### config.mk
export PLATFORM = sky130hd
export DESIGN_NAME = afc_ctrl
export DESIGN_NICKNAME = d
export VERILOG_FILES = /design/src/rtl/afc_ctrl.sv
export SDC_FILE = /design/constraint.sdc
export NUM_CORES = 1
export LEC_CHECK = 0
export ABC_CLOCK_PERIOD_IN_PS = 3050
export BUFFER_PORTS_ARGS = -buffer_cell sky130_fd_sc_hd__buf_4
export CAP_MARGIN = 20
export CORE_ASPECT_RATIO = 0.7
export CORE_MARGIN = 2
export CORE_UTILIZATION = 34
export DETAILED_ROUTE_END_ITERATION = 16
export PLACE_DENSITY = 0.6
export SLEW_MARGIN = 15
export SYNTH_ARGS = -nofsm -noshare
export SYNTH_HDL_FRONTEND = slang
export SYNTH_SLANG_ARGS = --single-unit
### constraint.sdc
create_clock -name clk -period 3.05 [get_ports clk]
set_clock_uncertainty 0.2 [all_clocks]
set_input_delay 0.61 -clock clk [delete_from_list [all_inputs] [get_ports clk]]
set_output_delay 0.61 -clock clk [all_outputs]
set_load 0.05 [all_outputs]
### src/rtl/afc_ctrl.sv
module afc_ctrl #(
  parameter int ERR_W   = 8,
  parameter int FCW_W   = 16,
  parameter int CYC_LEN = 8
) (
  input  logic             clk,
  input  logic             rst_n,
  input  logic [ERR_W-1:0] err_in,
  input  logic             err_vld,
  input  logic             sig_ok,
  input  logic             strobe,
  input  logic             fine,
  input  logic             corr_en,
  input  logic             calc_en,
  input  logic [1:0]       auto_mode,
  input  logic [FCW_W-1:0] fcw_in,
  output logic [FCW_W-1:0] fcw_out,
  output logic [ERR_W-1:0] offset,
  output logic             lock,
  output logic             same,
  output logic             toggle
);
  localparam int CNT_W = $clog2(2 * CYC_LEN);

  logic [CNT_W-1:0] cnt, cyc_last;
  logic [ERR_W-1:0] smp, smp_nx, res;
  logic res_ok, loaded, once_done, st_q, vdi_run;
  logic cyc_end, match, st_rise, loss, auto_hit, auto_allow;

  assign cyc_last   = fine ? CNT_W'(2 * CYC_LEN - 1) : CNT_W'(CYC_LEN - 1);
  assign smp_nx     = (calc_en && err_vld) ? err_in : smp;
  assign cyc_end    = calc_en && (cnt >= cyc_last);
  assign match      = res_ok && (smp_nx == res);
  assign st_rise    = strobe && !st_q;
  assign loss       = auto_mode[1] && !sig_ok;
  assign auto_allow = auto_mode[1] || (auto_mode == 2'b01 && !once_done);
  assign auto_hit   = cyc_end && vdi_run && sig_ok && match && auto_allow;

  assign fcw_out = corr_en ? fcw_in + {{(FCW_W-ERR_W){offset[ERR_W-1]}}, offset} : fcw_in;
  assign lock    = loaded && res_ok && (res == offset);

  always_ff @(posedge clk or negedge rst_n) begin
    if (!rst_n) begin
      cnt       <= '0;
      smp       <= '0;
      res       <= '0;
      res_ok    <= 1'b0;
      same      <= 1'b0;
      toggle    <= 1'b0;
      vdi_run   <= 1'b1;
      st_q      <= 1'b0;
      offset    <= '0;
      loaded    <= 1'b0;
      once_done <= 1'b0;
    end else begin
      st_q <= strobe;
      smp  <= smp_nx;
      if (!calc_en) begin
        cnt     <= '0;
        vdi_run <= 1'b1;
      end else if (cyc_end) begin
        cnt     <= '0;
        vdi_run <= 1'b1;
        res     <= smp_nx;
        res_ok  <= 1'b1;
        same    <= match;
        toggle  <= ~toggle;
      end else begin
        cnt     <= cnt + 1'b1;
        vdi_run <= vdi_run & sig_ok;
      end
      if (loss) begin
        offset <= '0;
        loaded <= 1'b0;
      end else if (st_rise) begin
        offset <= smp;
        loaded <= 1'b1;
      end else if (auto_hit) begin
        offset <= smp_nx;
        loaded <= 1'b1;
        if (!auto_mode[1]) once_done <= 1'b1;
      end
    end
  end

  AST_STROBE_LOAD: assert property (@(posedge clk) disable iff (!rst_n)
    (st_rise && !loss) |=> offset == $past(smp));
  AST_IDLE_HOLD: assert property (@(posedge clk) disable iff (!rst_n)
    !calc_en |=> ($stable(toggle) && $stable(same)));
  AST_NO_AUTO_OFF: assert property (@(posedge clk) disable iff (!rst_n)
    (auto_mode == 2'b00 && !st_rise) |=> $stable(offset));
  AST_ONCE_FROZEN: assert property (@(posedge clk) disable iff (!rst_n)
    (auto_mode == 2'b01 && once_done && !st_rise) |=> $stable(offset));
  AST_CLEAR_LOSS: assert property (@(posedge clk) disable iff (!rst_n)
    loss |=> (offset == '0 && !lock));
  AST_LOCK_LOADED: assert property (@(posedge clk) disable iff (!rst_n)
    lock |-> (loaded && res_ok));
  AST_SAME_AT_END: assert property (@(posedge clk) disable iff (!rst_n)
    $rose(same) |-> toggle != $past(toggle));
endmodule

# Yosys cells after proc, flatten, opt, wreduce, memory -nomap -nowiden
# Cells that the tools add are included.
# op_classes
n_mul,0
order_cmp,1
n_shift,0
add_sub_neg,2
div,0
mux,13
bitwise_logic,5
n_eq_ne,3
reduce_logical,19
# ops
operator,n
$mux W8,4
$add A16 B16 Y16,1
$eq A8 B8 Y1,2
$mux W16,1
$logic_and A1 B1 Y1,12
$mux W4,3
$mux W1,5
$add A4 B1 Y4 const B,1
$ge A4 B4 Y1,1
$not A1 Y1,4
$reduce_and A4 Y1,1
$logic_not A1 Y1,3
$reduce_bool A3 Y1,1
$eq A2 B1 Y1 const B,1
$reduce_and A2 Y1,1
$and A1 B1 Y1,1
$logic_or A1 B1 Y1,1
# word_totals
latchBits,0
rom_bits,0
memories,0
reg_bits,35
inputBits,34
elab_cells,54
ramBits,0

# Depth between registers and ports, before layout
# Gate-level depths: netlist of run 1.
# logic_depth
word_depth,10
mapped_depth,9
mapped_depth_nobuf,8

# Worst setup path before layout of run 1
# No wires, ideal clock.
# synth_timing
path_kind,register to output
startpoint,register offset[7]
endpoint,output port fcw_out[15]
n_path_buf,1
stages_incl_launch_ff,9
t_required_ns,2.240
setup_slack_ns,-0.894
arrival_ns,3.134
cell_sequence,dfrtp_1 -> ha_1 -> clkbuf_1 -> a211oi_1 -> nor2_1 -> or4b_1 -> o21ai_0 -> a211oi_1 -> xnor2_1
# synth_via
elab_chain_len,2
# synth_lines
element,line_no,rtl
from (decl),18,"output logic [ERR_W-1:0] offset,"
from (signal assigned),76,offset <= smp;
from (signal assigned),79,offset <= smp_nx;
$add A16 B16 Y16,39,"assign fcw_out = corr_en ? fcw_in + {{(FCW_W-ERR_W){offset[ERR_W-1]}}, offset} : fcw_in;"
$mux W16,39,
to (decl),17,"output logic [FCW_W-1:0] fcw_out,"
# No other way between the ends.

# Worst setup path in the final report of run 1
# layout_timing
startpoint,register offset[0]
endpoint,output port fcw_out[12]
# The elaborated chain is that of the path after synthesis.

==> impl_metrics.csv, run 1 <==
group,metric,value,unit
outcome,outcome,"complete, but fails checks",
outcome,violations,"setup timing",
die,fp-row-count,27,
placed_design,place.gp.congestion,0.810,
cts,numCtsBuffers,5,
sta,rsz0062_at_grt,"yes",
logic_synthesis,synth_seq_cells,35,
cts,cts_sinks,35,
die,start_util,34.5,%
cts,htreeDepth,2,
cts,clk_pin_slew_worst_paths,50,ps
global_routing,grt_max_degree,36,
power,clock_power_share,21.3,%
drt,wire_per_inst,15.8,µm
cts,cts_max_path_buffers,2,
setup_path,endpoint_kind,"output port",
sta,maxSlewHeadroom,56.0,%
global_routing,antenna_found_initial,0,
logic_synthesis,syn_nets,330,
layout,syn2layout_area_growth,61.4,%
setup_path,critPathRequiredTime,2240,ps
sta,fmax,293,MHz
global_routing,overflow,0,
sta,hold_violations,0,
sta,fin_crit,3410,ps
die,die-height,78.3,µm
drt,drt-pass1-iter-count,4,
sta,drv_slew,0,
power,ir_drop,298,µV
cts,cts_root_buffer,"clkbuf_16",
placed_design,io_buffer_count,60,
global_routing,gr-usage-met2,27.4,%
global_routing,busiest_layer,"met1",
drt,avgViaCountPerCell,5.09,
die,die_area,8630,µm²
drt,drt-initial-drc-count,75,
global_routing,grt_pass1_vias,2523,
sta,setup_viol,11,
power,powerDensity,523,nW/µm²
job,maxCapViolCount,0,
sta,fin_tns_setup,-2340,ps
drt,via_count,2533,
logic_synthesis,yosysSeqAreaShare,32.7,%
power,swShare,38.7,%
die,die_x,110,µm
power,p_leak,1.92,nW
global_routing,grt_pass1_wl,12800,µm
layout,finalNetCount,448,
placed_design,place_ws,-455,ps
logic_synthesis,synth_area,2680,µm²
drt,drc,0,
layout,drive_gt1_share,52.4,%
setup_path,path_class,"reg2out",
placed_design,placed_area,3680,µm²
sta,finalCritPeriodShare,112,%
logic_synthesis,ys_types,50,
sta,hold_ws,78.1,ps
sta,setup_ws,-362,ps
drt,final_antenna_net_count,0,
min_path,hp-class,"in2async",
setup_path,worstSetupStartpointType,"flip-flop",
logic_synthesis,syn_avg_cell_area,9.65,µm²
power,p_switching,877,µW
die,io_pins,61,
cts,cts_tree,"yes",
cts,cts_hold_buf,0,
logic_synthesis,ys_async_sr_fraction,100,%
power,seqPwrFrac,25.6,%
sta,worstMarginPinSlew,658,ps
logic_synthesis,synth-edff-count,0,
setup_path,cp_max_fo,2,
die,core_area,7770,µm²
layout,antenna_cells,0,
logic_synthesis,syn_inst,278,
layout,fin_area,4330,µm²
setup_path,critPathArrivalTime,2600,ps
power,power,2.26,mW
power,internal_power,1.39,mW
logic_synthesis,synth_ff_type,"dfrtp_1",
cts,clk_latency,280,ps
layout,fillCellCount,704,
global_routing,gr-usage-met3,3.32,%
logic_synthesis,yosys_warnings,0,
placed_design,dpl.hpwl,5820,µm
drt,finalWirelength,7880,µm
global_routing,use_met1,29.2,%
power,power_frac_comb,53.1,%
global_routing,grt_use_total,18.8,%
## Yosys cell counts (all sizes together) (2+ instances only)
cell,count,area [µm²]
a211oi,3,22.5
nor2,14,55.1
xor2,9,78.8
a21oi,14,70.1
or3,2,12.5
a21o,4,30.0
mux2i,10,100
inv,10,37.5
dfrtp,34,851
o41ai,8,70.1
nand4,4,31.3
nand3,8,45.0
nor3,6,30.0
mux2,22,248
ha,17,213
xnor2,23,216
o21ai,15,75.1
buf,6,37.5
nor2b,5,31.3
o211ai,2,15.0
o21bai,2,15.0
nand2,29,111
a31o,8,70.1
a31oi,2,12.5
clkbuf,2,7.51
a41oi,2,17.5
## critical path, cell delays in order (launching register included)
cell and delay [ps]:
dfrtp_2 440, ha_4 170, fa_2 360, a21oi_2 200, o211ai_1 160, a41oi_2 250, nor2b_2 60, or4_4 440
nand3_4 100, buf_8 140
## what timing repair did
item / CTS / global route
setup endpoints to repair: 10 / 11
gates resized for setup: 60 / 18
hold endpoints to repair: 0 / 0
setup buffers: 4 / 10
pin swaps: 18 / 22
## power groups by stage
stage	clock, mW	sequential [mW]	combinational [mW]
floorplan	0	0.642	0.589
global placement	0	0.580	0.977
detailed placement	0	0.582	0.985
CTS	0.490	0.581	1.12
global route	0.512	0.587	1.28
finish	0.482	0.579	1.20
## sequential cells by signal, summed over array words and instances (netlist names)
signal     cells
vdi_run        1
st_q           1
res            8
res_ok         1
same           1
smp            8
cnt            4
loaded         1
offset         8
once_done      1
toggle         1
## logic make-up after synthesis
kind of cell	share of synthesized area, %
buffers and inverters	3.08
DFF	32.7
and+or+nand+nor	14.1
AOI/OAI and AO/OA	17.4
xor gates and xnor gates	11.0
muxes	13.0
adders and majority gates	8.68
## routing by layer
layer	routed length (µm)	share of wire (%)
met1	4030	51
met4	64	0.81
met3	266	3.4
met5	0	0
met2	3520	45
## per-stage QoR
stage	cells	utilization [%]
after floorplan	278	-
after global placement	476	47.4
after detailed placement	476	47.4
after CTS	488	53.3
after global routing	498	55.7
final	498	55.7
## worst paths after layout
| check | cells past startpoint | from | endpoint | slack (ps) |
|---|---|---|---|---|
| setup / recovery | 9 | offset[0] | fcw_out[12] | -360 |
| hold / removal | 1 | rst_n | toggle | 80 |
| setup reg to reg | 7 | cnt[3] | offset[1] | 650 |
| hold reg to reg | 2 | once_done | once_done | 250 |
| max in group asynchronous | 1 | rst_n | vdi_run | 2220 |
| min in group clk | 2 | once_done | once_done | 250 |
## cell usage in the layout (no fill, tap or decap), types with 2 or more instances in the layout
master,instances
dfrtp_1,27
xor2_1,9
a21oi_4,4
o21bai_1,2
o21ai_0,9
clkbuf_16,5
inv_1,10
ha_4,11
nand3_1,5
mux2_4,4
o41ai_1,8
nand2_1,25
nor2_1,13
nand3_2,2
dfrtp_2,6
o211ai_1,2
mux2i_1,10
buf_8,6
nand2_2,3
mux2_2,18
nand4_1,3
a31o_1,8
a21oi_1,6
buf_4,99
xnor2_1,18
nor2b_1,3
a21o_1,4
buf_6,14
nor3_1,4
a21oi_2,4
xnor2_2,4
clkbuf_1,3
o21ai_4,2
a211oi_2,2
ha_1,6
o21ai_1,3
## area by class of cell
type	instances	area [µm²]	area share (%)
Clock buffer	8	136	3.15
Inverter	10	37.5	0.867
Timing Repair Buffer	119	991	22.9
Tap cell	101	126	2.92
Sequential cell	35	888	20.5
Multi-Input combinational cell	225	2150	49.7
No activity file was read; power rests on OpenSTA's default activity.
==> inputs of run 2 (changes only) <==
CORE_MARGIN = 8   (was 2)
REMOVE_ABC_BUFFERS = 1   (was default)
==> impl_metrics.csv, run 2 (synthesized netlist as in run 1, its figures left out) <==
group,metric,value,unit
layout,antenna_cells,0,
cts,htreeDepth,2,
layout,layout_commonest_cell,"buf_4",
power,ir_drop,258,µV
outcome,violations,"setup timing",
drt,finalWirelength,7590,µm
cts,clk_latency,280,ps
global_routing,grt_pass1_vias,2486,
die,die-height,90.3,µm
power,clock_power_share,22.8,%
sta,rsz0062_at_grt,"yes",
drt,drt-pass1-iter-count,4,
sta,setup_viol,10,
power,powerDensity,534,nW/µm²
layout,drive_gt1_share,45.1,%
die,io_pins,61,
sta,worstMarginPinSlew,623,ps
drt,wire_per_inst,15.8,µm
job,maxCapViolCount,0,
layout,fin_area,3990,µm²
layout,finalNetCount,430,
die,die_x,122,µm
setup_path,regToRegSetupSlack,680,ps
power,p_leak,1.78,nW
sta,hold_ws,79.8,ps
min_path,hp-class,"in2async",
power,seqPwrFrac,27.2,%
sta,fmax,299,MHz
cts,cts_sinks,35,
cts,cts_tree,"yes",
drt,drc,0,
sta,maxSlewHeadroom,58.4,%
global_routing,grt_pass1_wl,12400,µm
setup_path,startpoint,"offset[0]",
setup_path,endpoint_kind,"output port",
global_routing,grt_use_total,13.7,%
die,start_util,34.5,%
drt,final_antenna_net_count,0,
sta,hold_violations,0,
setup_path,cp_max_fo,3,
power,internal_power,1.30,mW
sta,setup_ws,-297,ps
setup_path,r2r_cells,7,
layout,final_cell_mix,"buf_4 (91), dfrtp_1 (32), nand2_1 (26), xnor2_1 (21), mux2_2 (19)",
die,die_area,11000,µm²
outcome,outcome,"complete, but fails checks",
setup_path,critPathRequiredTime,2240,ps
cts,cts_max_path_buffers,2,
drt,drt-initial-drc-count,79,
drt,via_count,2440,
cts,numCtsBuffers,5,
cts,cts_hold_buf,0,
placed_design,placed_area,3450,µm²
sta,fin_crit,3350,ps
setup_path,r2r-start,"cnt[3]",
sta,finalCritPeriodShare,110,%
setup_path,worstSetupStartpointType,"flip-flop",
global_routing,grt_max_degree,36,
cts,clk_pin_slew_worst_paths,50,ps
power,power_frac_comb,50.0,%
global_routing,antenna_found_initial,0,
layout,fillCellCount,724,
layout,top_regs,"offset x8, res x8, smp x8",
setup_path,path_class,"reg2out",
layout,syn2layout_area_growth,48.7,%
drt,avgViaCountPerCell,5.08,
layout,multiInputGateArea,1990,µm²
power,swShare,38.9,%
setup_path,critPathArrivalTime,2540,ps
setup_path,critPathCapture,"fcw_out[12]",
power,p_switching,829,µW
placed_design,dpl.hpwl,5730,µm
placed_design,place.gp.congestion,0.851,
global_routing,overflow,0,
cts,cts_root_buffer,"clkbuf_16",
sta,drv_slew,0,
placed_design,io_buffer_count,60,
layout,seqCellArea,880,µm²
die,core_area,7770,µm²
setup_path,reg2reg_to,"offset[6]",
die,fp-row-count,27,
## run 2: what timing repair did
action,CTS,global route
setup buffers,4,5
pin swaps,17,17
setup endpoints to repair,11,11
resized for setup,39,24
## run 2: cell type report
type / count / share of cell area [%]
Multi-Input combinational cell: 225 / 50.0
Timing Repair Buffer: 101 / 20.4
Sequential cell: 35 / 22.1
Tap cell: 101 / 3.17
Clock buffer: 8 / 3.42
Inverter: 10 / 0.941
## run 2: critical path: stages, from the launching register on
cell and delay [ps]:
dfrtp_1 410, ha_4 180, fa_2 360, a21oi_2 160, o211ai_1 140, a41oi_2 250
nor2b_1 90, or4_4 430, nand3_2 90, buf_8 150
## run 2: metrics by stage
step | power (mW) | instances | setup TNS [ps] | worst slack [ps] | utilization, %
2_1_floorplan | 1.18 | 270 | -2940 | -796 | -
3_3_place_gp | 1.49 | 463 | -3050 | -525 | 44.5
3_5_place_dp | 1.50 | 463 | -3630 | -585 | 44.5
4_1_cts | 2.08 | 475 | -1850 | -271 | 49.3
5_1_grt | 2.26 | 480 | -2930 | -387 | 51.3
6_report | 2.13 | 480 | -1960 | -297 | 51.3
## run 2: worst min-delay path by stage
stage	from	slack, ps	cells after the start	endpoint
2_1_floorplan	rst_n	110	0	cnt[0]
3_3_place_gp	once_done	240	2	once_done
3_5_place_dp	once_done	240	2	once_done
4_1_cts	rst_n	100	1	once_done
5_1_grt	rst_n	120	1	same
6_report	rst_n	80	1	same
## run 2: routing by layer
layer	routed length, µm	GRT usage [%]	part of all wire [%]	vias to the layer above
li1	-	-	-	1228
met1	3770	19.1	50	1145
met2	3250	19.6	43	53
met3	449	4.31	5.9	14
met4	115	3.94	1.5	0
met5	0	0	0	-
## run 2: power groups by stage
stage / Combinational [mW] / Sequential [mW] / Clock, mW
after CTS: 0.997 / 0.580 / 0.501
after floorplan: 0.540 / 0.637 / 0
after global routing: 1.15 / 0.588 / 0.530
after global placement: 0.907 / 0.581 / 0
after detailed placement: 0.915 / 0.582 / 0
final: 1.07 / 0.580 / 0.486
==> inputs of run 3 (changes only) <==
ABC_CLOCK_PERIOD_IN_PS = 3350   (was 3050)
CORE_UTILIZATION = 25   (was 34)
PLACE_DENSITY = 0.46   (was 0.6)
clock period = 3.35 ns   (was 3.05 ns; I/O delays follow)
==> impl_metrics.csv, run 3 (synthesized netlist as in run 1, its figures left out) <==
group,metric,value,unit
drt,final_antenna_net_count,0,
layout,finalNetCount,425,
die,start_util,25.8,%
outcome,violations,"setup timing",
layout,final_cell_mix,"buf_4 (84), dfrtp_1 (33), nand2_1 (23), xnor2_1 (20), mux2_2 (19)",
setup_path,max_stage_delay,420,ps
sta,worstMarginPinSlew,654,ps
drt,route.met2.wl,3740,µm
layout,drive_gt1_share,46.8,%
die,die-height,103,µm
setup_path,crit_buf_inv,2,
global_routing,grt_pass1_vias,2586,
sta,hold_violations,0,
drt,met1_length,4060,µm
global_routing,antenna_found_initial,0,
outcome,outcome,"complete, but fails checks",
die,die_x,140,µm
layout,syn2layout_area_growth,51.3,%
cts,clk_latency,280,ps
layout,post_layout_nonfiller_instances,506,
power,ir_drop,241,µV
sta,maxSlewHeadroom,56.3,%
drt,avgViaCountPerCell,4.85,
global_routing,grt_pass1_wl,13200,µm
layout,layout_commonest_cell,"buf_4",
drt,drc,0,
global_routing,grt_use_total,11.3,%
setup_path,path_class,"in2out",
cts,cts_sinks,35,
sta,setup_viol,1,
placed_design,place_inst,489,
cts,clk_pin_slew_worst_paths,50,ps
die,fp-row-count,31,
setup_path,critPathArrivalTime,2500,ps
sta,fin_tns_setup,-22.2,ps
cts,cts_tree,"yes",
sta,rsz0062_at_grt,"yes",
cts,cts_root_buffer,"clkbuf_16",
drt,via_count,2454,
cts,numCtsBuffers,5,
drt,highest_layer,"met4",
layout,final_util,39.0,%
setup_path,worstSetupStartpointType,"input pin",
setup_path,critPathRequiredTime,2480,ps
sta,finalCritPeriodShare,101,%
job,maxCapViolCount,0,
setup_path,crit_chain,"buf_6 > ha_4 > fa_2 > a21oi_2 > o211ai_1 > a41oi_2 > nor2b_1 > or4_1 > nand3_2 > buf_8",
die,io_pins,61,
drt,wl_met3,348,µm
global_routing,grt_max_degree,36,
setup_path,cp_max_fo,2,
die,die_area,14400,µm²
layout,top_regs,"offset x8, res x8, smp x8",
die,core_area,10400,µm²
setup_path,endpoint_kind,"output port",
sta,fmax,297,MHz
power,powerDensity,493,nW/µm²
cts,cts_max_path_buffers,2,
cts,htreeDepth,2,
min_path,hp-class,"in2async",
drt,finalWirelength,8170,µm
setup_path,crit_family,"simple AND/OR/NAND/NOR gates",
layout,fin_area,4060,µm²
placed_design,placed_area,3460,µm²
sta,fin_crit,3370,ps
drt,drt-initial-drc-count,140,
layout,antenna_cells,0,
drt,drt-pass1-iter-count,4,
placed_design,place.gp.congestion,0.849,
placed_design,io_buffer_count,60,
sta,setup_ws,-22.2,ps
drt,wire_per_inst,16.1,µm
global_routing,overflow,0,
setup_path,slowest_stage,"or4_1",
sta,drv_slew,0,
power,p_leak,1.79,nW
placed_design,dpl.hpwl,6140,µm
[run 3: per-layer routing]
layer / GRT usage, % / vias to the layer above
met2: 18.1 / 38
met1: 15.3 / 1192
met5: 0 / -
li1: - / 1219
met4: 1.66 / 0
met3: 3.24 / 5
[run 3: power by group]
part	leakage, nW	switching (mW)	total [mW]	internal [mW]
Combinational	1.27	0.547	0.991	0.444
Sequential	0.440	0.0541	0.527	0.473
Clock	0.0772	0.168	0.484	0.316
Total	1.79	0.769	2.00	1.23
[run 3: final timing paths]
kind | slack (ps) | end | from | depth (start not counted)
hold / removal | 150 | toggle | rst_n | 1
min in group clk | 260 | once_done | once_done | 2
setup / recovery | -20 | fcw_out[12] | fcw_in[0] | 10
max in group asynchronous | 2450 | vdi_run | rst_n | 1
hold reg to reg | 260 | once_done | once_done | 2
setup reg to reg | 970 | offset[5] | cnt[3] | 7
[run 3: what timing repair did]
| item | in CTS | in global routing |
|---|---|---|
| hold buffers | 0 | 0 |
| setup buffers | 9 | 1 |
| gates resized for setup | 45 | 26 |
| pin swaps | 22 | 10 |
| setup endpoints to repair | 8 | 9 |
[run 3: stage by stage]
stage,setup slack [ps],total power [mW],hold slack [ps]
global route,-179,2.12,190
global placement,-272,1.36,237
detailed placement,-304,1.36,243
finish,-22.2,2.00,146
floorplan,-556,1.07,174
CTS,-9.83,1.97,173
[run 3: final cells by class]
| type | count | area [µm²] |
|---|---|---|
| sequential | 35 | 878 |
| tap | 132 | 165 |
| multi-input combinational | 225 | 2030 |
| timing repair buffer | 96 | 793 |
| clock buffer | 8 | 156 |
| fill | 1070 | 6340 |
| inverter | 10 | 37.5 |
[run 3: worst register-to-register path: cells and delay by family (launching register included)]
family / cells / cell delay (ps)
AOI/OAI and AO/OA: 2 / 410
adders and majority gates: 1 / 280
DFF: 1 / 390
and+or+nand+nor: 4 / 990
